--- src/rtl/pcv_pkg.sv ---
package pcv_pkg;
  typedef enum logic [1:0] {
    MODE_T1_SF  = 2'd0,
    MODE_T1_ESF = 2'd1,
    MODE_E1     = 2'd2,
    MODE_OFF    = 2'd3
  } frm_mode_e;

  localparam int unsigned INC_W = 2;
endpackage

--- src/rtl/pcv_event_sel.sv ---
module pcv_event_sel
  import pcv_pkg::*;
#(
  parameter bit CAS_HALTS = 1'b0
) (
  input  frm_mode_e        mode_i,
  input  logic             fs_count_en_i,
  input  logic             ft_err_i,
  input  logic             fs_err_i,
  input  logic             crc6_err_i,
  input  logic             crc4_err_i,
  input  logic             fas_loss_i,
  input  logic             crc4_mf_loss_i,
  input  logic             cas_mf_loss_i,
  output logic [INC_W-1:0] incr_o
);
  logic e1_halt;

  generate
    if (CAS_HALTS) begin : g_cas_halts
      assign e1_halt = fas_loss_i | crc4_mf_loss_i | cas_mf_loss_i;
    end else begin : g_cas_free
      // CAS multiframe loss does not stop CRC-4 error counting
      logic cas_unused;
      assign cas_unused = cas_mf_loss_i;
      assign e1_halt    = fas_loss_i | crc4_mf_loss_i | (cas_unused & 1'b0);
    end
  endgenerate

  always_comb begin
    incr_o = '0;
    unique case (mode_i)
      MODE_T1_SF:  incr_o = {1'b0, ft_err_i} + {1'b0, fs_err_i & fs_count_en_i};
      MODE_T1_ESF: incr_o = {1'b0, crc6_err_i};
      MODE_E1:     incr_o = {1'b0, crc4_err_i & ~e1_halt};
      default:     incr_o = '0;
    endcase
  end
endmodule

--- src/rtl/pcv_sat_acc.sv ---
module pcv_sat_acc
  import pcv_pkg::*;
#(
  parameter int unsigned CNT_W = 16
) (
  input  logic             clk_i,
  input  logic             rst_ni,
  input  logic [INC_W-1:0] incr_i,
  input  logic             latch_i,
  output logic [CNT_W-1:0] live_o,
  output logic [CNT_W-1:0] held_o
);
  localparam logic [CNT_W-1:0] CNT_MAX = {CNT_W{1'b1}};

  logic [CNT_W:0]   sum;
  logic [CNT_W-1:0] live_nxt;

  assign sum = {1'b0, live_o} + {{(CNT_W+1-INC_W){1'b0}}, incr_i};

  always_comb begin
    if (latch_i)
      live_nxt = {{(CNT_W-INC_W){1'b0}}, incr_i};
    else if (sum[CNT_W])
      live_nxt = CNT_MAX;
    else
      live_nxt = sum[CNT_W-1:0];
  end

  always_ff @(posedge clk_i or negedge rst_ni) begin
    if (!rst_ni) begin
      live_o <= '0;
      held_o <= '0;
    end else begin
      live_o <= live_nxt;
      if (latch_i) held_o <= live_o;
    end
  end
endmodule

--- src/rtl/pcv_counter.sv ---
module pcv_counter
  import pcv_pkg::*;
#(
  parameter int unsigned CNT_W     = 16,
  parameter bit          CAS_HALTS = 1'b0
) (
  input  logic             clk_i,
  input  logic             rst_ni,
  input  logic [1:0]       mode_i,
  input  logic             fs_count_en_i,
  input  logic             ft_err_i,
  input  logic             fs_err_i,
  input  logic             crc6_err_i,
  input  logic             crc4_err_i,
  input  logic             fas_loss_i,
  input  logic             crc4_mf_loss_i,
  input  logic             cas_mf_loss_i,
  input  logic             sec_latch_i,
  output logic [CNT_W-1:0] live_count_o,
  output logic [CNT_W-1:0] period_count_o
);
  logic [INC_W-1:0] incr;

  pcv_event_sel #(.CAS_HALTS(CAS_HALTS)) u_sel (
    .mode_i         (frm_mode_e'(mode_i)),
    .fs_count_en_i  (fs_count_en_i),
    .ft_err_i       (ft_err_i),
    .fs_err_i       (fs_err_i),
    .crc6_err_i     (crc6_err_i),
    .crc4_err_i     (crc4_err_i),
    .fas_loss_i     (fas_loss_i),
    .crc4_mf_loss_i (crc4_mf_loss_i),
    .cas_mf_loss_i  (cas_mf_loss_i),
    .incr_o         (incr)
  );

  pcv_sat_acc #(.CNT_W(CNT_W)) u_acc (
    .clk_i   (clk_i),
    .rst_ni  (rst_ni),
    .incr_i  (incr),
    .latch_i (sec_latch_i),
    .live_o  (live_count_o),
    .held_o  (period_count_o)
  );
endmodule

--- config.mk ---
export PLATFORM = sky130hd
export DESIGN_NAME = pcv_counter
export DESIGN_NICKNAME = d
export VERILOG_FILES = /design/src/rtl/pcv_pkg.sv /design/src/rtl/pcv_event_sel.sv /design/src/rtl/pcv_sat_acc.sv /design/src/rtl/pcv_counter.sv
export SDC_FILE = /design/constraint.sdc
export NUM_CORES = 1
export LEC_CHECK = 0
export BUFFER_PORTS_ARGS = -buffer_cell sky130_fd_sc_hd__buf_2
export CAP_MARGIN = 25
export CELL_PAD_IN_SITES_DETAIL_PLACEMENT = 0
export CELL_PAD_IN_SITES_GLOBAL_PLACEMENT = 1
export CORE_MARGIN = 5
export CORE_UTILIZATION = 39
export DETAILED_ROUTE_END_ITERATION = 7
export GPL_TIMING_DRIVEN = 0
export HOLD_SLACK_MARGIN = 0.03
export PLACE_DENSITY_LB_ADDON = 0.1
export SLEW_MARGIN = 30
export SYNTH_ARGS = -nofsm -noshare
export SYNTH_HDL_FRONTEND = slang
export SYNTH_SLANG_ARGS = --single-unit
--- constraint.sdc ---
create_clock -name clk_i -period 2 [get_ports clk_i]
set_input_delay 0.3 -clock clk_i [delete_from_list [all_inputs] [get_ports clk_i]]
set_output_delay 0.3 -clock clk_i [all_outputs]
set_load 0.03 [all_outputs]
After elaboration in Yosys (flattened, before gate mapping)
Cells that the tools add are included.
Storage, ports and cells
  input port bits: 13
  word-level logic and storage cells: 14
  output and inout bits: 32
  register bits: 32
Operators by class
  reductions and logical operators: 1
  muxes and demuxes: 3
  $add $sub $neg: 2
  equality and inequality tests: 2
  bitwise logic cells: 4
Operator list (number)
  16-bit two-way mux: 2
  16-bit by 2-bit adder with 17-bit output: 1
  2-bit one-hot mux with 3 select lines: 1
  1-bit by 1-bit adder with 2-bit output: 1
  1-bit bitwise AND: 2
  2-bit by 1-bit == test with 1-bit output (second input constant): 1
  2-bit == test (second input constant): 1
  2-bit logical NOT: 1
  1-bit inverter: 1
  1-bit OR: 1

Logic depth before layout (Yosys ltp)
  depth after elaboration: 7
  mapped depth: 11

Hierarchy
Synthesis repeated with hierarchy kept, for this count alone.
Unflattened totals
  cell total of the unflattened synthesis: 128
  area, all modules: 1536.5 sq um
By module, submodules not included
  pcv_sat_acc: cells each 122, area each 1476.4 sq um, times used 1, seq. area each 800.8 sq um
  pcv_event_sel: cells each 6, area each 60.1 sq um, times used 1, seq. area each 0.0 sq um

Worst setup path before layout
OpenSTA, ideal clock, no wires.
  kind: input-to-reg
  start: input port fs_err_i
  end: register u_acc.live_o[14]
  arrival time: 2.385 ns
  required time: 1.880 ns
  setup slack: -0.505 ns
  cell stages on the path: 11
  setup time: 0.120 ns
  cell sequence: and2_1 ha_1 mux2i_1 o21ai_0 ha_1 fa_1 and3_1 buf_4 nand4_4 or4b_1 o211a_1
Between the ends
  cells in the longest elaborated chain, start to end: 6
RTL lines
  start: declaration: RTL line pcv_counter.sv:12  | input logic fs_err_i,
  1-bit bitwise AND: RTL line pcv_event_sel.sv:33  | MODE_T1_SF: incr_o = {1'b0, ft_err_i} + {1'b0, fs_err_i & fs_count_en_i};
  1-bit by 1-bit adder with 2-bit output: RTL line pcv_event_sel.sv:33
  2-bit one-hot mux with 3 select lines: RTL line pcv_event_sel.sv:32  | unique case (mode_i)
  16-bit by 2-bit adder with 17-bit output: RTL line pcv_sat_acc.sv:18  | assign sum = {1'b0, live_o} + {{(CNT_W+1-INC_W){1'b0}}, incr_i};
  16-bit two-way mux: RTL line pcv_sat_acc.sv:23  | else if (sum[CNT_W])
  16-bit two-way mux: RTL line pcv_sat_acc.sv:21  | if (latch_i)
  named net u_acc.live_nxt[14]: RTL line pcv_sat_acc.sv:16  | logic [CNT_W-1:0] live_nxt;
  end signal: assignment: RTL line pcv_sat_acc.sv:34  | live_o <= live_nxt;
  end: declaration: RTL line pcv_sat_acc.sv:10  | output logic [CNT_W-1:0] live_o,
The timed path passes the listed nets, and every way through them passes these cells.
A chain may end at the register's enable or synchronous reset.

Worst setup path after layout
  start: input port fs_count_en_i
  end: register u_acc.live_o[14]
Between the ends
  cells in the longest elaborated chain, start to end: 6
RTL lines
  start: declaration: RTL line pcv_counter.sv:10  | input logic fs_count_en_i,
  1-bit bitwise AND: RTL line pcv_event_sel.sv:33
  1-bit by 1-bit adder with 2-bit output: RTL line pcv_event_sel.sv:33
  2-bit one-hot mux with 3 select lines: RTL line pcv_event_sel.sv:32
  16-bit by 2-bit adder with 17-bit output: RTL line pcv_sat_acc.sv:18
  16-bit two-way mux: RTL line pcv_sat_acc.sv:23
  16-bit two-way mux: RTL line pcv_sat_acc.sv:21
  named net u_acc.live_nxt[14]: RTL line pcv_sat_acc.sv:16
The timed path passes the listed nets, and every way through them passes these cells.

==> summary.md <==
| Metric | Value |
|---|---|
| Status | `finished with violations` |
| Failing checks | `setup timing` |
| Total power | `around 0.0013 W` |
| Fin util | `a little under three fifths` |
| Via density | `~5.3` |
| Yosys top cell area share | `a little over half` |
| Synth Area per Inst | `about 12 um^2` |
| List of most frequent post-synthesis cells | `dfrtp_1 (32), mux2_2 (16), a21oi_1 (13)` |
| Leak | `slightly above 1 nW` |
| Pre-CTS setup slack | `-0.7580 ns` |
| Post-Syn Instances | `about 130` |
| Core area | `roughly 3700 um^2` |
| Final Cell Area | `between 2000 and 2500 um^2` |
| Pint | `0.0009658 W` |
| Crit end category | `register` |
| Worst hold-check path type | `in2async` |
| Hold-fix buffers at CTS | `0` |
| DRT Pass-1 Iters | `4` |
| CP required | `around 2.2 ns` |
| Final setup margin | `-0.1898 ns` |
| CTS Sinks | `32` |
| Clk slew on worst S/H paths | `0.07 ns` |
| Unrepaired setup endpoints after global routing | `true` |
| Final wirelength | `between 3 and 4 mm` |
| Max Cap Violations | `0` |
| Initial Utilization | `about two fifths` |
| Top cells by area, synth | `dfrtp_1 (53%), mux2_2 (12%), xnor2_1 (4.6%), a21oi_1 (4.3%), ha_1 (2.5%)` |
| FF+latch count, synth | `32` |
| Largest net degree at the start of global routing | `33` |
| Slew @ Worst Pin | `roughly 0.7 ns` |
| Post-DP HPWL | `~2.4 mm` |
| Post-synthesis sequential area ratio | `53.02%` |
| H-tree levels | `2` |
| Cell Rows | `22` |
| Routed wire per std cell | `~15 um` |
| Comb power frac | `around an eighth` |
| WP data arrival | `approximately 2.4 ns` |
| Syn_nets | `~140` |
| Final setup vio count | `7` |
| Psw | `approximately 0.00033 W` |
| CP startpoint kind | `input pin` |
| Mapped cell area | `around 1500 um^2` |
| Port Buf Inserts | `43` |
| Top-count cell post-synth | `dfrtp_1` |
| Ys Warns | `0` |
| Post-synth ARST share | `100.0%` |
| Slew Limit Fails | `0` |
| EDFF count, synth | `0` |
| Gr ovfl total | `0` |
| Synth Flop Type | `dfrtp_1` |
| FF+latch area | `800.8 um^2` |
| Die width | `72.23 um` |
| Maximum fanout along the worst path | `3` |
| Die Height | `72.23 um` |
| Placed Area | `approximately 1800 um^2` |
| Drt drc | `0` |
| Io pins | `45` |
| Achievable Freq | `456.7 MHz` |
| Final hold vios | `0` |
| Filler cell count | `335` |
| Via count | `1253` |
| Fin nets | `roughly 200` |
| Final Wtd Congestion | `0.7721` |
| Die area | `5216 um^2` |
| Multi-input logic area | `between 800 and 900 um^2` |
| Largest area contributor in the netlist | `dfrtp_1` |
| Clock latency on the worst-skew pair | `0.28 ns` |
| Number of global-route vias before repair | `1311` |
| Minimum clock period | `~2.2 ns` |
| Rel. slew slack | `between 50 and 60%` |
| 1st-iter DRT viols | `45` |
| Area grow syn2layout | `40.27%` |
| Clk buf depth | `2` |
| Initial antenna violation count | `0` |
| Critical path type | `in2reg` |
| Setup TNS | `-0.6305 ns` |
| Tot GR Track Use | `between 10% and 20%` |
| Diodes inserted | `0` |
| Root Driver | `clkbuf_8` |
| Clock share of power | `between 30% and 40%` |
| Worst IR Drop VDD | `0.4108 mV` |
| Fin Clk Skew | `about 0.0059 ns` |
| Distinct cells, synth | `36` |
| CTS Buf Count | `5` |
| CTS tree | `done` |
| DRT antenna net count | `0` |
| Sequential share of power | `around 52%` |
| Sw frac | `25.45%` |
| PD cells | `611.6 nW/um^2` |
| Tcrit/Tclk final | `109.5%` |
| First-pass GRT wire length | `approximately 6 mm` |
| Share of cells above drive strength 1 | `57.22%` |
worst max-delay path: stages:
cell and delay (ns):
buf_6 0.09, and2_4 0.15, ha_4 0.24, mux2i_1 0.06
o21ai_2 0.15, ha_2 0.22, fa_2 0.20, and3_4 0.21
nand4_4 0.09, or4b_1 0.51, o211a_1 0.14
metal layers:
layer | up-vias | GRT usage (%) | share of wire (%)
li1 | 586 | - | -
met1 | 632 | 18.55 | 42
met2 | 29 | 24.97 | 51
met3 | 6 | 5.125 | 5.5
met4 | 0 | 4.384 | 1.3
met5 | - | 0 | 0
final cells by class:
class / instances / share of cell area [%]
multi-input combinational: 86 / 38.69
sequential: 32 / 37.80
timing repair buffer: 56 / 15.59
clock buffer: 6 / 3.426
tap: 48 / 2.835
buffer: 4 / 1.063
inverter: 2 / 0.3544
clock inverter: 1 / 0.2363
power by group through the flow:
| stage | Combinational, W | Clock [W] | Sequential [W] |
|---|---|---|---|
| 2_1_floorplan | 0.0000465 | 0 | 0.000717 |
| 3_3_place_gp | 0.000129 | 0 | 0.000686 |
| 3_5_place_dp | 0.000133 | 0 | 0.000687 |
| 4_1_cts | 0.000153 | 0.000474 | 0.000675 |
| 5_1_grt | 0.000180 | 0.000504 | 0.000677 |
| 6_report | 0.000164 | 0.000456 | 0.000675 |
final timing paths:
kind,to,slack [ns],start,cells after the start
max,u_acc.live_o[14]$_DFF_PN0_,-0.19,fs_count_en_i,11
min,u_acc.live_o[14]$_DFF_PN0_,0.07,rst_ni,1
max reg2reg,u_acc.live_o[14]$_DFF_PN0_,0.15,u_acc.live_o[0]$_DFF_PN0_,6
min reg2reg,u_acc.held_o[14]$_DFFE_PN0P_,0.50,u_acc.held_o[14]$_DFFE_PN0P_,1
max in group asynchronous,u_acc.held_o[0]$_DFFE_PN0P_,1.46,rst_ni,1
min in group clk_i,u_acc.held_o[1]$_DFFE_PN0P_,0.34,sec_latch_i,2
logic make-up (layout without fill, tap and decap cells):
logic type,count (synthesis),in the layout,synth area share (%)
AO/OA/AOI/OAI,20,20,7.954
XOR/XNOR,10,10,5.800
adder cells (fa/ha/maj),4,4,3.811
buffers and inverters,7,69,2.071
flip-flops,32,32,53.02
multiplexers,17,17,12.59
AND/OR/NAND/NOR,35,35,14.75
through the flow:
step / cells / hold WS, ns
after floorplan: 125 / 0.004409
after global placement: 216 / 0.3892
after detailed placement: 216 / 0.3960
after CTS: 230 / 0.09241
after global routing: 235 / 0.1280
final: 235 / 0.06696
placed cells by master (no fill, tap or decap), types with 3 or more instances in the layout:
| cell | n |
|---|---|
| nand2_1 | 5 |
| mux2_2 | 16 |
| buf_6 | 5 |
| nor2_1 | 4 |
| dfrtp_1 | 32 |
| clkbuf_1 | 4 |
| a21oi_2 | 10 |
| buf_4 | 10 |
| clkbuf_8 | 5 |
| nor3_1 | 3 |
| xnor2_1 | 6 |
| nand3_1 | 4 |
| buf_2 | 42 |
what timing repair did:
| action | in CTS | in global routing |
|---|---|---|
| resized for setup | 23 | 10 |
| cloned | 1 | 0 |
| buffers inserted | 6 | 6 |
| hold endpoints to repair | 0 | 0 |
| pin swaps | 10 | 13 |
| setup endpoints to repair | 16 | 16 |
state kept, by name, indices dropped and copies added, names as in the netlist:
signal	cells
u_acc.held_o	16
u_acc.live_o	16
(Power assumes the default switching activity.)
